**src/rtl/nic_pkg.sv**
```systemverilog
package nic_pkg;
  localparam int unsigned DATA_W = 8;
  localparam int unsigned OFF_W  = 4;
  localparam int unsigned PTR_W  = 16;

  // command bit positions
  localparam int unsigned CMD_START  = 1;
  localparam int unsigned CMD_TRANS  = 2;
  localparam int unsigned CMD_RREAD  = 3;
  localparam int unsigned CMD_RWRITE = 4;

  // status bit positions
  localparam int unsigned ST_TX    = 1;
  localparam int unsigned ST_RDC   = 6;
  localparam logic [DATA_W-1:0] ST_RESET_VAL = 8'h80;

  // bank-0 offsets
  localparam logic [OFF_W-1:0] B0_START  = 4'd1;
  localparam logic [OFF_W-1:0] B0_STOP   = 4'd2;
  localparam logic [OFF_W-1:0] B0_BNDRY  = 4'd3;
  localparam logic [OFF_W-1:0] B0_TXPG   = 4'd4;
  localparam logic [OFF_W-1:0] B0_TCLO   = 4'd5;
  localparam logic [OFF_W-1:0] B0_TCHI   = 4'd6;
  localparam logic [OFF_W-1:0] B0_STAT   = 4'd7;
  localparam logic [OFF_W-1:0] B0_RALO   = 4'd8;
  localparam logic [OFF_W-1:0] B0_RAHI   = 4'd9;
  localparam logic [OFF_W-1:0] B0_RCLO   = 4'd10;
  localparam logic [OFF_W-1:0] B0_RCHI   = 4'd11;
  localparam logic [OFF_W-1:0] B0_CFG    = 4'd14;
  localparam logic [OFF_W-1:0] B0_MASK   = 4'd15;

  typedef struct packed {
    logic start_pg;
    logic stop_pg;
    logic bndry;
    logic tx_pg;
    logic tcnt_lo;
    logic tcnt_hi;
    logic stat_clr;
    logic radr_lo;
    logic radr_hi;
    logic rcnt_lo;
    logic rcnt_hi;
    logic cfg;
    logic mask;
  } b0_wr_t;
endpackage

```
**src/rtl/nic_addr_decode.sv**
```systemverilog
module nic_addr_decode
  import nic_pkg::*;
(
  input  logic             bus_we,
  input  logic [OFF_W-1:0] bus_addr,
  input  logic [1:0]       bank,
  output logic             cmd_we,
  output b0_wr_t           b0_we,
  output logic             b1_we
);
  always_comb begin
    cmd_we = bus_we && (bus_addr == '0);
    b0_we  = '0;
    b1_we  = 1'b0;
    if (bus_we && (bus_addr != '0)) begin
      unique case (bank)
        2'd0: begin
          unique case (bus_addr)
            B0_START: b0_we.start_pg = 1'b1;
            B0_STOP:  b0_we.stop_pg  = 1'b1;
            B0_BNDRY: b0_we.bndry    = 1'b1;
            B0_TXPG:  b0_we.tx_pg    = 1'b1;
            B0_TCLO:  b0_we.tcnt_lo  = 1'b1;
            B0_TCHI:  b0_we.tcnt_hi  = 1'b1;
            B0_STAT:  b0_we.stat_clr = 1'b1;
            B0_RALO:  b0_we.radr_lo  = 1'b1;
            B0_RAHI:  b0_we.radr_hi  = 1'b1;
            B0_RCLO:  b0_we.rcnt_lo  = 1'b1;
            B0_RCHI:  b0_we.rcnt_hi  = 1'b1;
            B0_CFG:   b0_we.cfg      = 1'b1;
            B0_MASK:  b0_we.mask     = 1'b1;
            default:  ;
          endcase
        end
        2'd1:    b1_we = 1'b1;
        default: ;
      endcase
    end
  end
endmodule

```
**src/rtl/nic_addr_bank.sv**
```systemverilog
module nic_addr_bank
  import nic_pkg::*;
#(
  parameter int unsigned MAC_BYTES   = 6,
  parameter int unsigned MCAST_BYTES = 8
) (
  input  logic                       clk,
  input  logic                       rst_n,
  input  logic                       we,
  input  logic [OFF_W-1:0]           off,
  input  logic [DATA_W-1:0]          wdata,
  output logic [DATA_W-1:0]          rdata,
  output logic [MAC_BYTES*DATA_W-1:0]   mac_addr,
  output logic [MCAST_BYTES*DATA_W-1:0] mcast_mask,
  output logic [DATA_W-1:0]          cur_page
);
  localparam int unsigned MAC_BASE = 1;
  localparam int unsigned CUR_OFF  = MAC_BASE + MAC_BYTES;
  localparam int unsigned MC_BASE  = CUR_OFF + 1;
  localparam int unsigned LAST_OFF = MC_BASE + MCAST_BYTES - 1;

  initial begin
    if (LAST_OFF > (1 << OFF_W) - 1) $error("address bank does not fit the offset space");
  end

  always_ff @(posedge clk) begin
    if (!rst_n) begin
      mac_addr   <= '0;
      mcast_mask <= '0;
      cur_page   <= '0;
    end else if (we) begin
      for (int i = 0; i < MAC_BYTES; i++)
        if (off == OFF_W'(MAC_BASE + i)) mac_addr[i*DATA_W +: DATA_W] <= wdata;
      for (int j = 0; j < MCAST_BYTES; j++)
        if (off == OFF_W'(MC_BASE + j)) mcast_mask[j*DATA_W +: DATA_W] <= wdata;
      if (off == OFF_W'(CUR_OFF)) cur_page <= wdata;
    end
  end

  always_comb begin
    rdata = '0;
    for (int i = 0; i < MAC_BYTES; i++)
      if (off == OFF_W'(MAC_BASE + i)) rdata = mac_addr[i*DATA_W +: DATA_W];
    for (int j = 0; j < MCAST_BYTES; j++)
      if (off == OFF_W'(MC_BASE + j)) rdata = mcast_mask[j*DATA_W +: DATA_W];
    if (off == OFF_W'(CUR_OFF)) rdata = cur_page;
  end
endmodule

```
**src/rtl/nic_irq_unit.sv**
```systemverilog
module nic_irq_unit
  import nic_pkg::*;
(
  input  logic              clk,
  input  logic              rst_n,
  input  logic [DATA_W-1:0] set_vec,
  input  logic              clr_we,
  input  logic [DATA_W-1:0] clr_data,
  input  logic              mask_we,
  input  logic [DATA_W-1:0] mask_data,
  output logic [DATA_W-1:0] status,
  output logic              irq
);
  logic [DATA_W-1:0] mask_q;
  logic [DATA_W-1:0] clr_vec;

  assign clr_vec = clr_we ? clr_data : '0;

  always_ff @(posedge clk) begin
    if (!rst_n) begin
      status <= ST_RESET_VAL;
      mask_q <= '0;
    end else begin
      status <= (status & ~clr_vec) | set_vec;
      if (mask_we) mask_q <= mask_data;
    end
  end

  assign irq = |(status & mask_q);
endmodule

```
**src/rtl/nic_regfile.sv**
```systemverilog
module nic_regfile
  import nic_pkg::*;
#(
  parameter int unsigned MAC_BYTES   = 6,
  parameter int unsigned MCAST_BYTES = 8
) (
  input  logic                          clk,
  input  logic                          rst_n,
  input  logic                          bus_we,
  input  logic [3:0]                    bus_addr,
  input  logic [7:0]                    bus_wdata,
  output logic [7:0]                    bus_rdata,
  input  logic [7:0]                    evt_set,
  output logic                          irq,
  output logic                          tx_req,
  output logic [15:0]                   tx_addr,
  output logic [15:0]                   tx_len,
  output logic [15:0]                   ring_start_addr,
  output logic [15:0]                   ring_stop_addr,
  output logic [7:0]                    boundary_page,
  output logic [15:0]                   rdma_addr,
  output logic [15:0]                   rdma_count,
  output logic [7:0]                    data_cfg,
  output logic [MAC_BYTES*8-1:0]        mac_addr,
  output logic [MCAST_BYTES*8-1:0]      mcast_mask,
  output logic [7:0]                    cur_page
);
  localparam int unsigned HALF = PTR_W / 2;

  logic [DATA_W-1:0] cmd_q, start_pg, stop_pg, tx_pg, tx_stat, isr_q, b1_rdata;
  logic [PTR_W-1:0]  tcnt_q;
  logic              cmd_we, b1_we, rdc_now, tx_now;
  b0_wr_t            b0_we;
  logic [DATA_W-1:0] set_vec;

  nic_addr_decode u_dec (
    .bus_we  (bus_we),
    .bus_addr(bus_addr),
    .bank    (cmd_q[7:6]),
    .cmd_we  (cmd_we),
    .b0_we   (b0_we),
    .b1_we   (b1_we)
  );

  nic_addr_bank #(.MAC_BYTES(MAC_BYTES), .MCAST_BYTES(MCAST_BYTES)) u_bank1 (
    .clk       (clk),
    .rst_n     (rst_n),
    .we        (b1_we),
    .off       (bus_addr),
    .wdata     (bus_wdata),
    .rdata     (b1_rdata),
    .mac_addr  (mac_addr),
    .mcast_mask(mcast_mask),
    .cur_page  (cur_page)
  );

  // immediate command actions
  assign rdc_now = cmd_we && bus_wdata[CMD_START] &&
                   (bus_wdata[CMD_RREAD] || bus_wdata[CMD_RWRITE]) &&
                   (rdma_count == '0);
  assign tx_now  = cmd_we && bus_wdata[CMD_START] && bus_wdata[CMD_TRANS];

  always_comb begin
    set_vec = evt_set;
    if (rdc_now) set_vec[ST_RDC] = 1'b1;
    if (tx_now)  set_vec[ST_TX]  = 1'b1;
  end

  nic_irq_unit u_irq (
    .clk      (clk),
    .rst_n    (rst_n),
    .set_vec  (set_vec),
    .clr_we   (b0_we.stat_clr),
    .clr_data (bus_wdata),
    .mask_we  (b0_we.mask),
    .mask_data(bus_wdata),
    .status   (isr_q),
    .irq      (irq)
  );

  always_ff @(posedge clk) begin
    if (!rst_n) begin
      cmd_q         <= '0;
      start_pg      <= '0;
      stop_pg       <= '0;
      boundary_page <= '0;
      tx_pg         <= '0;
      tcnt_q        <= '0;
      rdma_addr     <= '0;
      rdma_count    <= '0;
      data_cfg      <= '0;
      tx_stat       <= '0;
    end else begin
      if (cmd_we)         cmd_q         <= bus_wdata;
      if (b0_we.start_pg) start_pg      <= bus_wdata;
      if (b0_we.stop_pg)  stop_pg       <= bus_wdata;
      if (b0_we.bndry)    boundary_page <= bus_wdata;
      if (b0_we.tx_pg)    tx_pg         <= bus_wdata;
      if (b0_we.tcnt_lo)  tcnt_q[HALF-1:0]      <= bus_wdata;
      if (b0_we.tcnt_hi)  tcnt_q[PTR_W-1:HALF]  <= bus_wdata;
      if (b0_we.radr_lo)  rdma_addr[HALF-1:0]   <= bus_wdata;
      if (b0_we.radr_hi)  rdma_addr[PTR_W-1:HALF] <= bus_wdata;
      if (b0_we.rcnt_lo)  rdma_count[HALF-1:0]  <= bus_wdata;
      if (b0_we.rcnt_hi)  rdma_count[PTR_W-1:HALF] <= bus_wdata;
      if (b0_we.cfg)      data_cfg      <= bus_wdata;
      if (tx_now)         tx_stat       <= 8'h01;
    end
  end

  // transmit request, one cycle after the command write
  always_ff @(posedge clk) begin
    if (!rst_n) begin
      tx_req  <= 1'b0;
      tx_addr <= '0;
      tx_len  <= '0;
    end else begin
      tx_req <= tx_now;
      if (tx_now) begin
        tx_addr <= {tx_pg, 8'h00};
        tx_len  <= tcnt_q;
      end
    end
  end

  assign ring_start_addr = {start_pg, 8'h00};
  assign ring_stop_addr  = {stop_pg, 8'h00};

  always_comb begin
    bus_rdata = '0;
    if (bus_addr == '0) begin
      bus_rdata = cmd_q;
    end else begin
      unique case (cmd_q[7:6])
        2'd0: begin
          unique case (bus_addr)
            B0_BNDRY: bus_rdata = boundary_page;
            B0_TXPG:  bus_rdata = tx_stat;
            B0_STAT:  bus_rdata = isr_q;
            default:  bus_rdata = '0;
          endcase
        end
        2'd1:    bus_rdata = b1_rdata;
        default: bus_rdata = '0;
      endcase
    end
  end
endmodule

```
**config.mk**
```make
export PLATFORM = sky130hd
export DESIGN_NAME = nic_regfile
export DESIGN_NICKNAME = d
export VERILOG_FILES = /design/src/rtl/nic_pkg.sv /design/src/rtl/nic_addr_decode.sv /design/src/rtl/nic_addr_bank.sv /design/src/rtl/nic_irq_unit.sv /design/src/rtl/nic_regfile.sv
export SDC_FILE = /design/constraint.sdc
export NUM_CORES = 1
export LEC_CHECK = 0
export BUFFER_PORTS_ARGS = -buffer_cell sky130_fd_sc_hd__buf_2
export CORE_AREA = 10 10 169 171
export DETAILED_ROUTE_END_ITERATION = 8
export DIE_AREA = 0 0 179 181
export GPL_ROUTABILITY_DRIVEN = 0
export GPL_TIMING_DRIVEN = 0
export PLACE_DENSITY = 0.77
export SYNTH_ARGS = -nofsm -noshare
export SYNTH_HDL_FRONTEND = slang
export SYNTH_SLANG_ARGS = --single-unit
export TNS_END_PERCENT = 50
```
**constraint.sdc**
```tcl
create_clock -name clk -period 1.8 [get_ports clk]
set_input_delay 0.09 -clock clk [delete_from_list [all_inputs] [get_ports clk]]
set_output_delay 0.09 -clock clk [all_outputs]
set_load 0.005 [all_outputs]
```
# Word-level counts from Yosys, hierarchy flattened
# Cells that the tools add are included.
[word_totals]
ff_bits = 258
ram_bits = 0
rom_bits = 0
mem_count = 0
latchBits = 0
in_bits = 23
elab_cells = 118
[op_classes]
n_bitwise = 4
reduce_logical = 27
n_eq_ne = 16
shifts = 0
div = 0
addsub = 0
mux = 38
multipliers = 0
n_lt_le_gt_ge = 0
[op_table]
columns = ["operator", "count"]
rows = [
  ["two-way mux 8 bit", 17],
  ["equality test 4 bit, second input constant", 8],
  ["AND reduction 2 bit", 15],
  ["two-way mux 13 bit", 2],
  ["case mux 8 bit (3 select lines)", 1],
  ["two-way mux 1 bit", 17],
  ["bitwise AND 8 bit", 2],
  ["equality test 4 x 3 -> 1 bit, second input constant", 4],
  ["zero test 16 bit", 1],
  ["case mux 8 bit (2 select lines)", 1],
  ["equality test 4 x 2 -> 1 bit, second input constant", 2],
  ["NOT 8 bit", 1],
  ["bitwise OR 8 bit", 1],
  ["OR reduction 8 bit", 1],
  ["logical AND 1 bit", 6],
  ["equality test 4 x 1 -> 1 bit, second input constant", 1],
  ["zero test 4 bit", 1],
  ["nonzero test 4 bit", 1],
  ["equality test 2 x 1 -> 1 bit, second input constant", 1],
  ["zero test 2 bit", 1],
  ["logical OR 1 bit", 1],
]

# Longest topological paths before layout
# Gate-level depths: netlist of the first run.
[depth]
depth_word = 18
ltp_mapped = 8
mapped_depth_nobuf = 5

# Modules after synthesis
# Synthesis of the first run repeated with hierarchy kept, for this count alone.
[unflattened]
hier_cells = 1261
area_unflattened_um2 = 11935.2
[by_module_without_submodules]
columns = ["module", "cells_each", "seq_area_each_um2", "instances", "area_per_inst_um2"]
rows = [
  ["nic_addr_bank", 671, 2402.3, 1, 6087.1],
  ["nic_regfile", 509, 2442.3, 1, 5104.9],
  ["nic_irq_unit", 56, 320.3, 1, 603.1],
  ["nic_addr_decode", 25, 0.0, 1, 140.1],
]

# Worst setup path before layout of the first run
# No wires, ideal clock.
[synth_path]
path_type = "register to register"
start = "register cmd_q[7]"
end = "register u_bank1.mcast_mask[23]"
required_time_ns = 1.672
arrival_ns = 1.495
path_stages_with_launch = 8
setup_ns = 0.128
setup_slack_ns = 0.177
period_less_slack_ns = 1.623
cell_sequence = "dfxtp_1 buf_2 nand2b_1 nor3_1 buf_2 nand3_2 mux2i_1 nor2_1"
[synth_between]
elab_chain_len = 4
[synth_lines]
columns = ["element", "line_no", "rtl"]
rows = [
  ["from (decl)", "nic_regfile.sv:30", "logic [DATA_W-1:0] cmd_q, start_pg, stop_pg, tx_pg, tx_stat, isr_q, b1_rdata;"],
  ["from (signal assigned)", "nic_regfile.sv:94", "if (cmd_we) cmd_q <= bus_wdata;"],
  ["equality test 2 x 1 -> 1 bit", "nic_addr_decode.sv:16", "unique case (bank)"],
  ["two-way mux 1 bit", "nic_addr_decode.sv:16", ""],
  ["two-way mux 1 bit", "nic_addr_decode.sv:15", "if (bus_we && (bus_addr != '0)) begin"],
  ["AND reduction 2 bit (no line)", "--", ""],
  ["to (signal, indexed assignment)", "nic_addr_bank.sv:35", "if (off == OFF_W'(MC_BASE + j)) mcast_mask[j*DATA_W +: DATA_W] <= wdata;"],
  ["to (decl)", "nic_addr_bank.sv:14", "output logic [MCAST_BYTES*DATA_W-1:0] mcast_mask,"],
]
# Every way passes these cells.
# A chain may end at the register's enable or synchronous reset.

# Worst setup path in the final report of the first run
[layout_path]
start = "input bus_addr[0]"
end = "output bus_rdata[7]"
[layout_between]
elab_chain_len = 18
word_cells_on_any_way = 34
cone_classes = "eq/ne: 15; mux: 18; reduce/logical: 1"
[layout_lines]
columns = ["element", "line_no", "rtl"]
rows = [
  ["from (decl)", "nic_regfile.sv:10", "input logic [3:0] bus_addr,"],
  ["equality test 4 x 1 -> 1 bit", "nic_addr_bank.sv:43", "if (off == OFF_W'(MAC_BASE + i)) rdata = mac_addr[i*DATA_W +: DATA_W];"],
  ["two-way mux 8 bit (6 in series)", "nic_addr_bank.sv:43", ""],
  ["two-way mux 8 bit (8 in series)", "nic_addr_bank.sv:45", "if (off == OFF_W'(MC_BASE + j)) rdata = mcast_mask[j*DATA_W +: DATA_W];"],
  ["two-way mux 8 bit", "nic_addr_bank.sv:46", "if (off == OFF_W'(CUR_OFF)) rdata = cur_page;"],
  ["case mux 8 bit (2 select lines)", "nic_regfile.sv:133", "unique case (cmd_q[7:6])"],
  ["two-way mux 8 bit *", "nic_regfile.sv:130", "if (bus_addr == '0) begin"],
  ["to (decl)", "nic_regfile.sv:12", "output logic [7:0] bus_rdata,"],
]
# Mark *: on every way between the ends. The rest lies on a longest branch, timed or not.

==> metrics.csv, run 1 <==
stage,metric,value,unit
layout,share of post-route cells with drive strength above 1,27.5,%
timing,RSZ-0062 raised after global routing,yes,
clock_tree,"Clk Latency, worst-skew pair",0.54,ns
place,Post-Place Worst Slack,-0.416,ns
synthesis,"Seq/Total Area, Yosys",45.5,%
drt,wire length per cell,23.1,microns
timing,Final Hold Viols,0,
place,Placed Area,13000,sq um
timing,final number of setup-violating endpoints,8,
clock_tree,CTS tree,done,
status,status,"finished, violations left",
clock_tree,Clock Sinks,258,
floorplanning,Initial Utilization,45.4,%
grt,largest net degree at the start of global routing,14,
timing,final worst clock skew,0.00718,ns
drt,1st-iter DRT viols,1694,
clock_tree,clk slew on worst S/H paths,0.06,ns
place,port bufs,233,
synthesis,"FF+latch count, synth",258,
layout,most frequent cells in the layout,"261 x buf_2, 246 x dfxtp_1, 223 x nand2_1, 185 x a21oi_1, 146 x nand3_1",
setup_path,crit-path leading delay family,buffers and inverters,
synthesis,synth top area cells,"dfxtp_1 45%, mux2i_1 8.6%, a21oi_1 8.4%",
grt,first-pass GRT wire length,69.0,mm
setup_path,Buf/Inv on CP,5,
floorplanning,die width,179,microns
setup_path,Critical Path End Type,output port,
layout,non-filler instance count after layout,2049,
synthesis,main combinational cell family by area after synthesis,simple AND/OR/NAND/NOR gates,
synthesis,mux cell area share after synthesis,9.33,%
setup_path,Critical Path Fanout Max,10,
synthesis,Synth Area in Adders,0,%
status,failing checks,negative setup slack,
layout,FILL cells,2229,
place,post-DP HPWL,33.4,mm
floorplanning,I/O pins,265,
synthesis,number of synthesized flops with an enable pin,0,
timing,post-layout minimum cycle time,2.26,ns
synthesis,Main synth FF type,dfxtp_1,
synthesis,YS warnings,0,
timing,"Period Utilization, post-route",126,%
job,total of max-cap violations,0,
floorplanning,Site Rows,58,
grt,antenna violations before repair,3,
setup_path,critical-path cell list,buf_2 -> buf_4 -> inv_1 -> buf_1 -> a21oi_1 -> nor2_2 -> o2111ai_2 -> a22oi_2 -> buf_2,
synthesis,Simple-Gate Fraction of Synth Area,22.3,%
grt,GRT overflow,0,
layout,fin area,14700,sq um
pwr,Power Dens Cells,829,nW/um^2
timing,worst-margin pin slew,0.925,ns
floorplanning,Die H,181,microns
clock_tree,cell chosen for the clock root,clkbuf_16,
synthesis,"Cell Area, Synth",11400,sq um
synthesis,fraction of the mapped netlist area in compound gates,16.3,%
drt,Final ANT Viol Nets,0,
synthesis,"FFs w/ async S/R, synth",0,%
clock_tree,CTS buffer count,26,
timing,slew margin rel.,38.4,%
place,# placed instances,1970,
layout,"commonest non-fill, non-tap cell in the layout",buf_2,
setup_path,CP required,1.71,ns
pwr,peak supply drop,0.655,mV
timing,final setup margin,-0.464,ns
layout,FF+latch area,5180,sq um
synthesis,xor/xnor share of the synthesized area,0,%
setup_path,slowest cell delay on critical path,0.55,ns
layout,Final #Nets,1722,
synthesis,area share of the largest cell type after synthesis,45.5,%
drt,Routed WL,47.4,mm
clock_tree,H-tree depth,1,
setup_path,crit-path most repeated cell,buf_2,
layout,post-layout util,58.5,%
drt,DRC Markers,0,
synthesis,Mean Syn Cell Area,8.21,sq um
clock_tree,Max Buffers Root-to-Sink,3,
setup_path,CP max-delay cell,buf_1,
setup_path,crit path DAT,2.17,ns
grt,vias in the first global route,11700,
layout,P&R area growth vs syn,29.0,%
timing,Peak Freq,0.442,GHz
worst_hold_path,HP Class,primary input to flip-flop,
floorplanning,core area,25000,sq um
pwr,Leak,6.31,nW
synthesis,post-synth cell types,65,
drt,post-DR vias/cell,6.07,
layout,multi-input logic area,5980,sq um
synthesis,Post-Syn Instances,1384,
timing,max-slew violations,0,
setup_path,Crit Path Class,primary input to output port,
synthesis,dominant cell type by area after synthesis,dfxtp_1,
floorplanning,Die Area,32400,sq um
drt,total number of vias,12400,
drt,DRT Pass-1 Iters,7,
setup_path,CP Launch Type,primary input,
grt,GRT Util Overall,27.0,%
-- timing repair --
item	in CTS	in global routing
endpoints found under the setup margin	122	185
hold buffers	9	0
buffers inserted	18	6
hold endpoints to repair	8	0
pin swaps	17	21
resized for setup	86	60
-- area by class of cell --
class / count / share of cell area [%]
multi-input combinational: 995 / 40.8
antenna: 3 / 0.0512
clock inverter: 5 / 0.324
sequential: 258 / 35.4
clock buffer: 40 / 5.28
inverter: 10 / 0.256
timing repair buffer: 266 / 9.96
tap: 330 / 2.82
buffer: 142 / 5.09
-- worst paths after layout --
| check | slack (ns) | startpoint | to | depth (start not counted) |
|---|---|---|---|---|
| max reg2reg | 0.05 | cmd_q[6]$_SDFFE_PN0P_ | u_irq.mask_q[5]$_SDFFE_PN0P_ | 6 |
| max | -0.46 | bus_addr[0] | bus_rdata[7] | 9 |
| min reg2reg | 0.45 | stop_pg[2]$_SDFFE_PN0P_ | stop_pg[2]$_SDFFE_PN0P_ | 2 |
| min | 0.04 | bus_wdata[1] | cmd_q[1]$_SDFFE_PN0P_ | 3 |
-- layer usage --
layer	wire [microns]	part of all wire, %	GRT usage (%)	up-vias
met5	0	0	0	-
met2	21500	45	42.5	961
met1	17500	37	32.7	5821
li1	-	-	-	5411
met4	2680	5.7	13.8	0
met3	5760	12	7.86	236
-- report_power, final --
group | switching, W | internal (W) | total [W] | leakage (nW)
Combinational | 0.000791 | 0.000323 | 0.00111 | 3.81
Clock | 0.00229 | 0.00296 | 0.00525 | 0.405
Sequential | 0.0000343 | 0.00575 | 0.00578 | 2.09
Total | 0.00312 | 0.00903 | 0.0121 | 6.31
-- cells in the mapped netlist (4+ instances only) --
master / instances
a211o_1: 4
nor2b_1: 8
and3_1: 4
dfxtp_1: 258
nand2_1: 229
nor4_1: 5
a21oi_1: 190
a211oi_1: 9
inv_1: 10
nand3_1: 149
nor2_1: 108
clkbuf_1: 64
a32oi_1: 4
o21ai_0: 49
a22oi_1: 7
nand3_2: 4
buf_1: 10
mux2_2: 7
nand2b_1: 8
buf_4: 30
a221oi_1: 7
o21a_1: 4
o221ai_1: 5
buf_2: 39
nor3_1: 8
mux2i_1: 98
a2bb2oi_1: 5
-- stage by stage --
step / setup TNS [ns] / hold WS (ns) / total power [W]
floorplan: 0 / 0.184 / 0.00648
global placement: -16.70 / 0.297 / 0.00682
detailed placement: -20.68 / 0.303 / 0.00683
CTS: -2.16 / 0.00369 / 0.0120
global route: -2.65 / 0.0244 / 0.0124
finish: -2.75 / 0.0391 / 0.0121
-- logic make-up (layout without fill, tap and decap cells) --
logic type,after synthesis,in the layout
muxes,105,105
other,1,27
buffers and inverters,154,463
DFF,258,258
AOI/OAI and AO/OA,317,317
and+or+nand+nor,549,549
-- state kept, by name, indices dropped and copies added, names as in the netlist, 16 cells and up --
signal              cells
u_bank1.mac_addr       48
tcnt_q                 16
rdma_count             16
tx_len                 16
u_bank1.mcast_mask     64
rdma_addr              16
-- worst min-delay path, delay by kind of cell --
family                 cells  cell delay [ns]
buffers and inverters      1             0.11
AO/OA/AOI/OAI              1             0.10
AND/OR/NAND/NOR            1             0.22
(Power assumes the default switching activity.)
==> run 2, diff against run 1 <==
Settings changed: CORE_AREA 10 10 169 171 to 10 10 173 175, DIE_AREA 0 0 179 181 to 0 0 183 185, PLACE_DENSITY 0.77 to 0.76, SYNTH_HIERARCHICAL set to 1.
==> run 2 against run 1 <==
  * The run still ends with negative setup slack left
  * Register-to-register slack lost 0.03 ns
  * Cell count shrank 5.5%
  * Via count shrank 12%
  * Maximum frequency shrank 14%
  * Sequential cell count is the same
  * Critical path depth shrank 2
  * Clock power grew 11%
  * Combinational power shrank 5%
  * Critical path type is now flip-flop to output port
==> metrics.csv, run 2 <==
stage,metric,value,unit
floorplanning,Die H,185,microns
synthesis,dominant cell type by area after synthesis,dfxtp_1,
layout,share of post-route cells with drive strength above 1,29.4,%
floorplanning,Site Rows,60,
clock_tree,CTS buffer count,28,
layout,P&R area growth vs syn,27.9,%
layout,biggest regs,"u_bank1/mcast_mask x64, u_bank1/mac_addr x48",
drt,Final ANT Viol Nets,0,
timing,final number of setup-violating endpoints,8,
drt,uppermost layer routed,met4,
worst_hold_path,HP Class,primary input to flip-flop,
setup_path,Crit Path Class,flip-flop to output port,
pwr,Leak,6.22,nW
layout,Final #Nets,1600,
drt,total number of vias,11000,
grt,GRT overflow,0,
synthesis,YS warnings,6,
clock_tree,cell chosen for the clock root,clkbuf_16,
place,post-DP HPWL,31.8,mm
clock_tree,"Clk Latency, worst-skew pair",0.54,ns
drt,DRC Markers,0,
clock_tree,clk slew on worst S/H paths,0.06,ns
layout,non-filler instance count after layout,1937,
setup_path,crit path DAT,2.55,ns
grt,largest net degree at the start of global routing,18,
layout,Largest register FFs,64,
timing,"Period Utilization, post-route",147,%
layout,fin area,15300,sq um
status,status,"finished, violations left",
drt,WL met3,5.48,mm
grt,vias in the first global route,11000,
synthesis,Main synth FF type,dfxtp_1,
layout,Biggest register,u_bank1/mcast_mask,
grt,antenna violations before repair,1,
job,total of max-cap violations,0,
timing,worst-margin pin slew,0.865,ns
timing,Final Hold Viols,0,
drt,met1 WL,16.7,mm
synthesis,"Cell Area, Synth",11900,sq um
setup_path,Critical Path End Type,output port,
pwr,Power Dens Cells,829,nW/um^2
drt,Routed WL,43.9,mm
synthesis,post-synth cell types,68,
synthesis,"FF+latch count, synth",258,
drt,wire length per cell,22.7,microns
timing,final worst clock skew,0.00928,ns
synthesis,synth top area cells,"dfxtp_1 43%, mux2i_1 16%, nor2b_1 9.2%",
clock_tree,CTS tree,done,
timing,Peak Freq,0.379,GHz
place,# placed instances,1864,
timing,slew margin rel.,42.3,%
floorplanning,core area,26600,sq um
layout,most frequent cells in the layout,"250 x buf_2, 236 x dfxtp_1, 188 x mux2i_1, 174 x nor2b_1, 110 x nand2_1",
synthesis,"FFs w/ async S/R, synth",0,%
floorplanning,die width,183,microns
clock_tree,Max Buffers Root-to-Sink,3,
synthesis,number of synthesized flops with an enable pin,0,
synthesis,Post-Syn Instances,1261,
synthesis,top cells by instance count after synthesis,"258 x dfxtp_1, 194 x mux2i_1, 175 x nor2b_1",
drt,1st-iter DRT viols,1232,
status,failing checks,negative setup slack,
synthesis,most frequent cell after synthesis,dfxtp_1,
timing,RSZ-0062 raised after global routing,yes,
timing,final setup margin,-0.837,ns
grt,GRT Util Overall,24.6,%
setup_path,CP Launch Type,flip-flop,
drt,DRT Pass-1 Iters,7,
floorplanning,Die Area,33900,sq um
pwr,peak supply drop,0.738,mV
place,port bufs,239,
setup_path,Critical Path Fanout Max,2,
timing,max-slew violations,0,
synthesis,"Seq/Total Area, Yosys",43.3,%
timing,hold_ws,0.0243,ns
drt,Routed met2 length,19.8,mm
setup_path,CP required,1.71,ns
synthesis,area share of the largest cell type after synthesis,43.3,%
layout,"commonest non-fill, non-tap cell in the layout",buf_2,
place,Placed Area,13600,sq um
floorplanning,Initial Utilization,44.9,%
drt,post-DR vias/cell,5.67,
clock_tree,H-tree depth,1,
synthesis,Mean Syn Cell Area,9.46,sq um
grt,first-pass GRT wire length,65.7,mm
clock_tree,Clock Sinks,258,
timing,post-layout minimum cycle time,2.64,ns
floorplanning,I/O pins,265,
run 2: cell types whose count changed in the layout (fill, tap and decap cells not counted), moves of 8 or more:
cell and delta:
a21boi_0 +62, a21oi_1 -162, clkbuf_1 -15, buf_2 -11, nand3_1 -129, dfxtp_2 +8, nand2_1 -113, dfxtp_1 -10
o21ai_0 +13, nor2_1 -66, nor2b_1 +169, a21boi_1 +13, mux2i_1 +90
run 2: per-stage QoR:
step	util, %	setup TNS (ns)	setup slack [ns]	power [W]
after detailed placement	51.4	-66.36	-0.944	0.00683
after global routing	57.4	-6.62	-0.901	0.0130
after CTS	56.7	-4.46	-0.780	0.0127
after global placement	51.4	-59.03	-0.946	0.00682
final	57.4	-4.74	-0.837	0.0127
after floorplan	-	0	0.0377	0.00648
run 2: area by class of cell:
type | count | area (sq um)
Clock buffer | 37 | 785
Clock inverter | 11 | 151
Timing Repair Buffer | 263 | 1440
Antenna cell | 1 | 2.50
Buffer | 127 | 778
Inverter | 7 | 26.3
Tap cell | 341 | 427
Multi-Input combinational cell | 892 | 6460
Fill cell | 2312 | 11300
Sequential cell | 258 | 5200
run 2: timing repair:
item / 4_1_cts / 5_1_grt
pin swaps: 21 / 20
resized for setup: 100 / 73
setup endpoints to repair: 187 / 150
buffers inserted: 11 / 3
hold buffers: 10 / 0
endpoints found under the hold margin: 59 / 0
run 2: worst paths after layout:
check	from	cells after the start	to	slack, ns
setup / recovery	u_bank1/mcast_mask[22]$_SDFFE_PN0P_	7	bus_rdata[6]	-0.84
hold / removal	bus_wdata[0]	3	u_irq/mask_q[0]$_SDFFE_PN0P_	0.02
setup reg to reg	cmd_q[6]$_SDFFE_PN0P_	8	u_bank1/mac_addr[17]$_SDFFE_PN0P_	0.02
hold reg to reg	tx_len[8]$_SDFFE_PN0P_	2	tx_len[8]$_SDFFE_PN0P_	0.46
run 2: critical path, cell delays in order, from the launching register on:
cell     delay, ns
dfxtp_2       0.33
mux4_2        0.49
mux2_4        0.29
a221o_1       0.39
inv_2         0.08
o21ai_1       0.06
a32o_1        0.22
buf_6         0.13
run 2: per-layer routing:
layer | track usage [%] | up-vias
li1 | - | 4957
met1 | 28.6 | 5139
met2 | 40.3 | 717
met3 | 8.78 | 166
met4 | 9.93 | 0
met5 | 0 | -
run 2: logic make-up after synthesis:
family | share of synthesized area [%]
flops | 43.3
compound gates | 13.7
buf+inv | 5.71
mux | 18.1
simple gates | 19.2
other cells | 0.0314
run 2: report_power, final:
group | internal, W | switching, W | leakage (nW)
registers | 0.00575 | 0.0000312 | 2.09
clock network | 0.00348 | 0.00233 | 0.459
logic | 0.000402 | 0.000657 | 3.66
==> run 3, diff against run 2 <==
Settings changed: SKIP_CTS_REPAIR_TIMING set to 1.
Clock period 1.8 ns to 3 ns, I/O delays scaled along.
==> run 3 against run 2 <==
  * The run ends with negative hold slack left
  * Sequential power decreased by 40%
  * Largest cell class unchanged
  * Setup slack improved by 0.96 ns
  * Power decreased by 41%
  * Sequential share of layout area increased by 1.1 points
  * Sequential cell count unchanged
  * Register-to-register slack improved by 0.41 ns
  * Die area unchanged
  * Critical path depth increased by 3
  * Hold slack got worse by 0.032 ns
  * Combinational power decreased by 44%
  * Clock power decreased by 42%
==> metrics.csv, run 3 (same netlist as run 2, synthesis figures left out) <==
stage,metric,value,unit
status,status,"finished, violations left",
status,failing checks,negative hold slack,
drt,post-DR vias/cell,5.65,
setup_path,crit-path most repeated cell,buf_2,
setup_path,worst reg2reg startpoint,cmd_q[6]$_SDFFE_PN0P_,
clock_tree,CTS buffer count,28,
layout,biggest regs,"u_bank1/mcast_mask x64, u_bank1/mac_addr x48",
floorplanning,Die H,185,microns
layout,P&R area growth vs syn,22.9,%
layout,most frequent cells in the layout,"264 x buf_2, 258 x dfxtp_1, 194 x mux2i_1, 175 x nor2b_1, 113 x nand2_1",
setup_path,CP max-delay cell,clkbuf_1,
layout,Largest register FFs,64,
clock_tree,Max Buffers Root-to-Sink,3,
layout,Biggest register,u_bank1/mcast_mask,
pwr,peak supply drop,0.536,mV
timing,hold_ws,-0.00782,ns
setup_path,r2r endpoint,u_bank1/mac_addr[38]$_SDFFE_PN0P_,
clock_tree,H-tree depth,1,
layout,share of post-route cells with drive strength above 1,24.0,%
timing,slew margin rel.,41.7,%
pwr,Power Dens Cells,505,nW/um^2
layout,fin area,14700,sq um
pwr,clock group share of total power,45.1,%
setup_path,Reg2Reg Setup Slack,0.43,ns
drt,DRC Markers,0,
setup_path,FF-to-FF path depth,6,
clock_tree,"Clk Latency, worst-skew pair",0.55,ns
drt,1st-iter DRT viols,1206,
layout,"commonest non-fill, non-tap cell in the layout",buf_2,
pwr,Internal,0.00558,W
grt,first-pass GRT wire length,64.7,mm
setup_path,CP required,2.85,ns
setup_path,Critical Path Fanout Max,14,
drt,DRT Pass-1 Iters,7,
worst_hold_path,Hold Crit Start,rst_n,
timing,Peak Freq,0.347,GHz
setup_path,Critical Path End Type,output port,
pwr,combinational power share,8.0,%
drt,Final ANT Viol Nets,0,
timing,worst-margin pin slew,0.875,ns
pwr,sequential power share,46.8,%
worst_hold_path,hold path cells,2,
clock_tree,Clock Sinks,258,
timing,post-layout minimum cycle time,2.88,ns
drt,total number of vias,10900,
timing,setup TNS,0,ns
place,post-DP HPWL,31.7,mm
layout,Final #Nets,1589,
grt,largest net degree at the start of global routing,18,
place,Placed Area,13600,sq um
drt,wire length per cell,22.4,microns
floorplanning,I/O pins,265,
setup_path,crit path DAT,2.73,ns
grt,vias in the first global route,10700,
pwr,Leak,5.99,nW
timing,RSZ-0062 raised after global routing,no,
floorplanning,core area,26600,sq um
worst_hold_path,HP Class,primary input to flip-flop,
job,total of max-cap violations,0,
worst_hold_path,WHS Endpoint,tx_stat[0]$_SDFFE_PN0P_,
setup_path,Crit Path Class,primary input to output port,
floorplanning,die width,183,microns
timing,Final Hold Viols,1,
timing,final worst clock skew,0.00708,ns
place,port bufs,239,
drt,Routed WL,43.1,mm
floorplanning,Die Area,33900,sq um
floorplanning,Site Rows,60,
floorplanning,Initial Utilization,44.9,%
grt,antenna violations before repair,1,
clock_tree,cell chosen for the clock root,clkbuf_16,
clock_tree,CTS tree,done,
grt,GRT Util Overall,24.3,%
setup_path,critical-path cell list,buf_2 -> buf_2 -> buf_2 -> clkbuf_1 -> o21ai_0 -> o221ai_1 -> o211ai_1 -> a32oi_1 -> a21oi_1 -> buf_2,
grt,GRT overflow,0,
timing,"Period Utilization, post-route",96.0,%
timing,final number of setup-violating endpoints,0,
layout,post-layout util,55.2,%
setup_path,CP Launch Type,primary input,
clock_tree,clk slew on worst S/H paths,0.06,ns
pwr,switching share of power,24.8,%
setup_path,slowest cell delay on critical path,0.44,ns
pwr,switching power,0.00183,W
pwr,Final Power,0.00741,W
timing,max-slew violations,0,
[run 3: cell count changes in the layout (fill, tap and decap cells not counted), moves of 6 or more]
cell,before,now
clkbuf_4,11,1
mux2i_1,188,194
buf_6,12,3
buf_2,250,264
o21ai_1,10,1
o21ai_0,47,60
dfxtp_1,236,258
buf_4,52,33
dfxtp_2,18,0
nor2_4,10,4
clkbuf_1,51,71
[run 3: final cells by class]
class / count / area (sq um)
flip-flops and latches: 258 / 5160
fillers: 2435 / 11900
plain buffers: 127 / 658
clock inverters: 10 / 96.3
multi-input cells: 892 / 6180
well taps: 341 / 427
diodes: 1 / 2.50
inverters: 7 / 26.3
clock buffers: 39 / 782
repair buffers: 252 / 1330
[run 3: per-layer routing]
metal,vias up,GRT usage (%),part of all wire [%]
met5,-,0,0.016
met2,717,39.5,45
met1,5090,28.9,39
met3,132,8.99,13
li1,4947,-,-
met4,2,8.43,3.7
[run 3: worst max path at each step]
stage | start | to | slack [ns] | cells past startpoint
after global placement | bus_addr[1] | bus_rdata[3] | -0.02 | 11
after detailed placement | bus_addr[1] | bus_rdata[3] | -0.03 | 11
after global routing | bus_addr[0] | bus_rdata[7] | 0.002 | 11
final | bus_addr[0] | bus_rdata[4] | 0.12 | 10
after CTS | bus_addr[1] | bus_rdata[3] | -0.04 | 11
after floorplan | cmd_q[6]$_SDFFE_PN0P_ | u_bank1/mac_addr[10]$_SDFFE_PN0P_ | 1.18 | 6
[run 3: per-stage QoR]
stage / cells / setup slack, ns
finish: 1927 / 0.120
global route: 1926 / 0.00188
CTS: 1913 / -0.0371
detailed placement: 1864 / -0.0280
global placement: 1864 / -0.0230
floorplan: 1284 / 1.18
[run 3: critical path: cells and delay by family]
kind,cells,cell delay (ns)
AOI/OAI and AO/OA,5,1.08
buffers and inverters,5,1.49
[run 3: power groups by stage]
stage / Sequential (W) / Clock [W] / Combinational, W
global route: 0.00347 / 0.00350 / 0.000627
floorplan: 0.00354 / 0 / 0.000347
CTS: 0.00347 / 0.00337 / 0.000559
detailed placement: 0.00354 / 0 / 0.000557
global placement: 0.00354 / 0 / 0.000552
finish: 0.00347 / 0.00335 / 0.000596
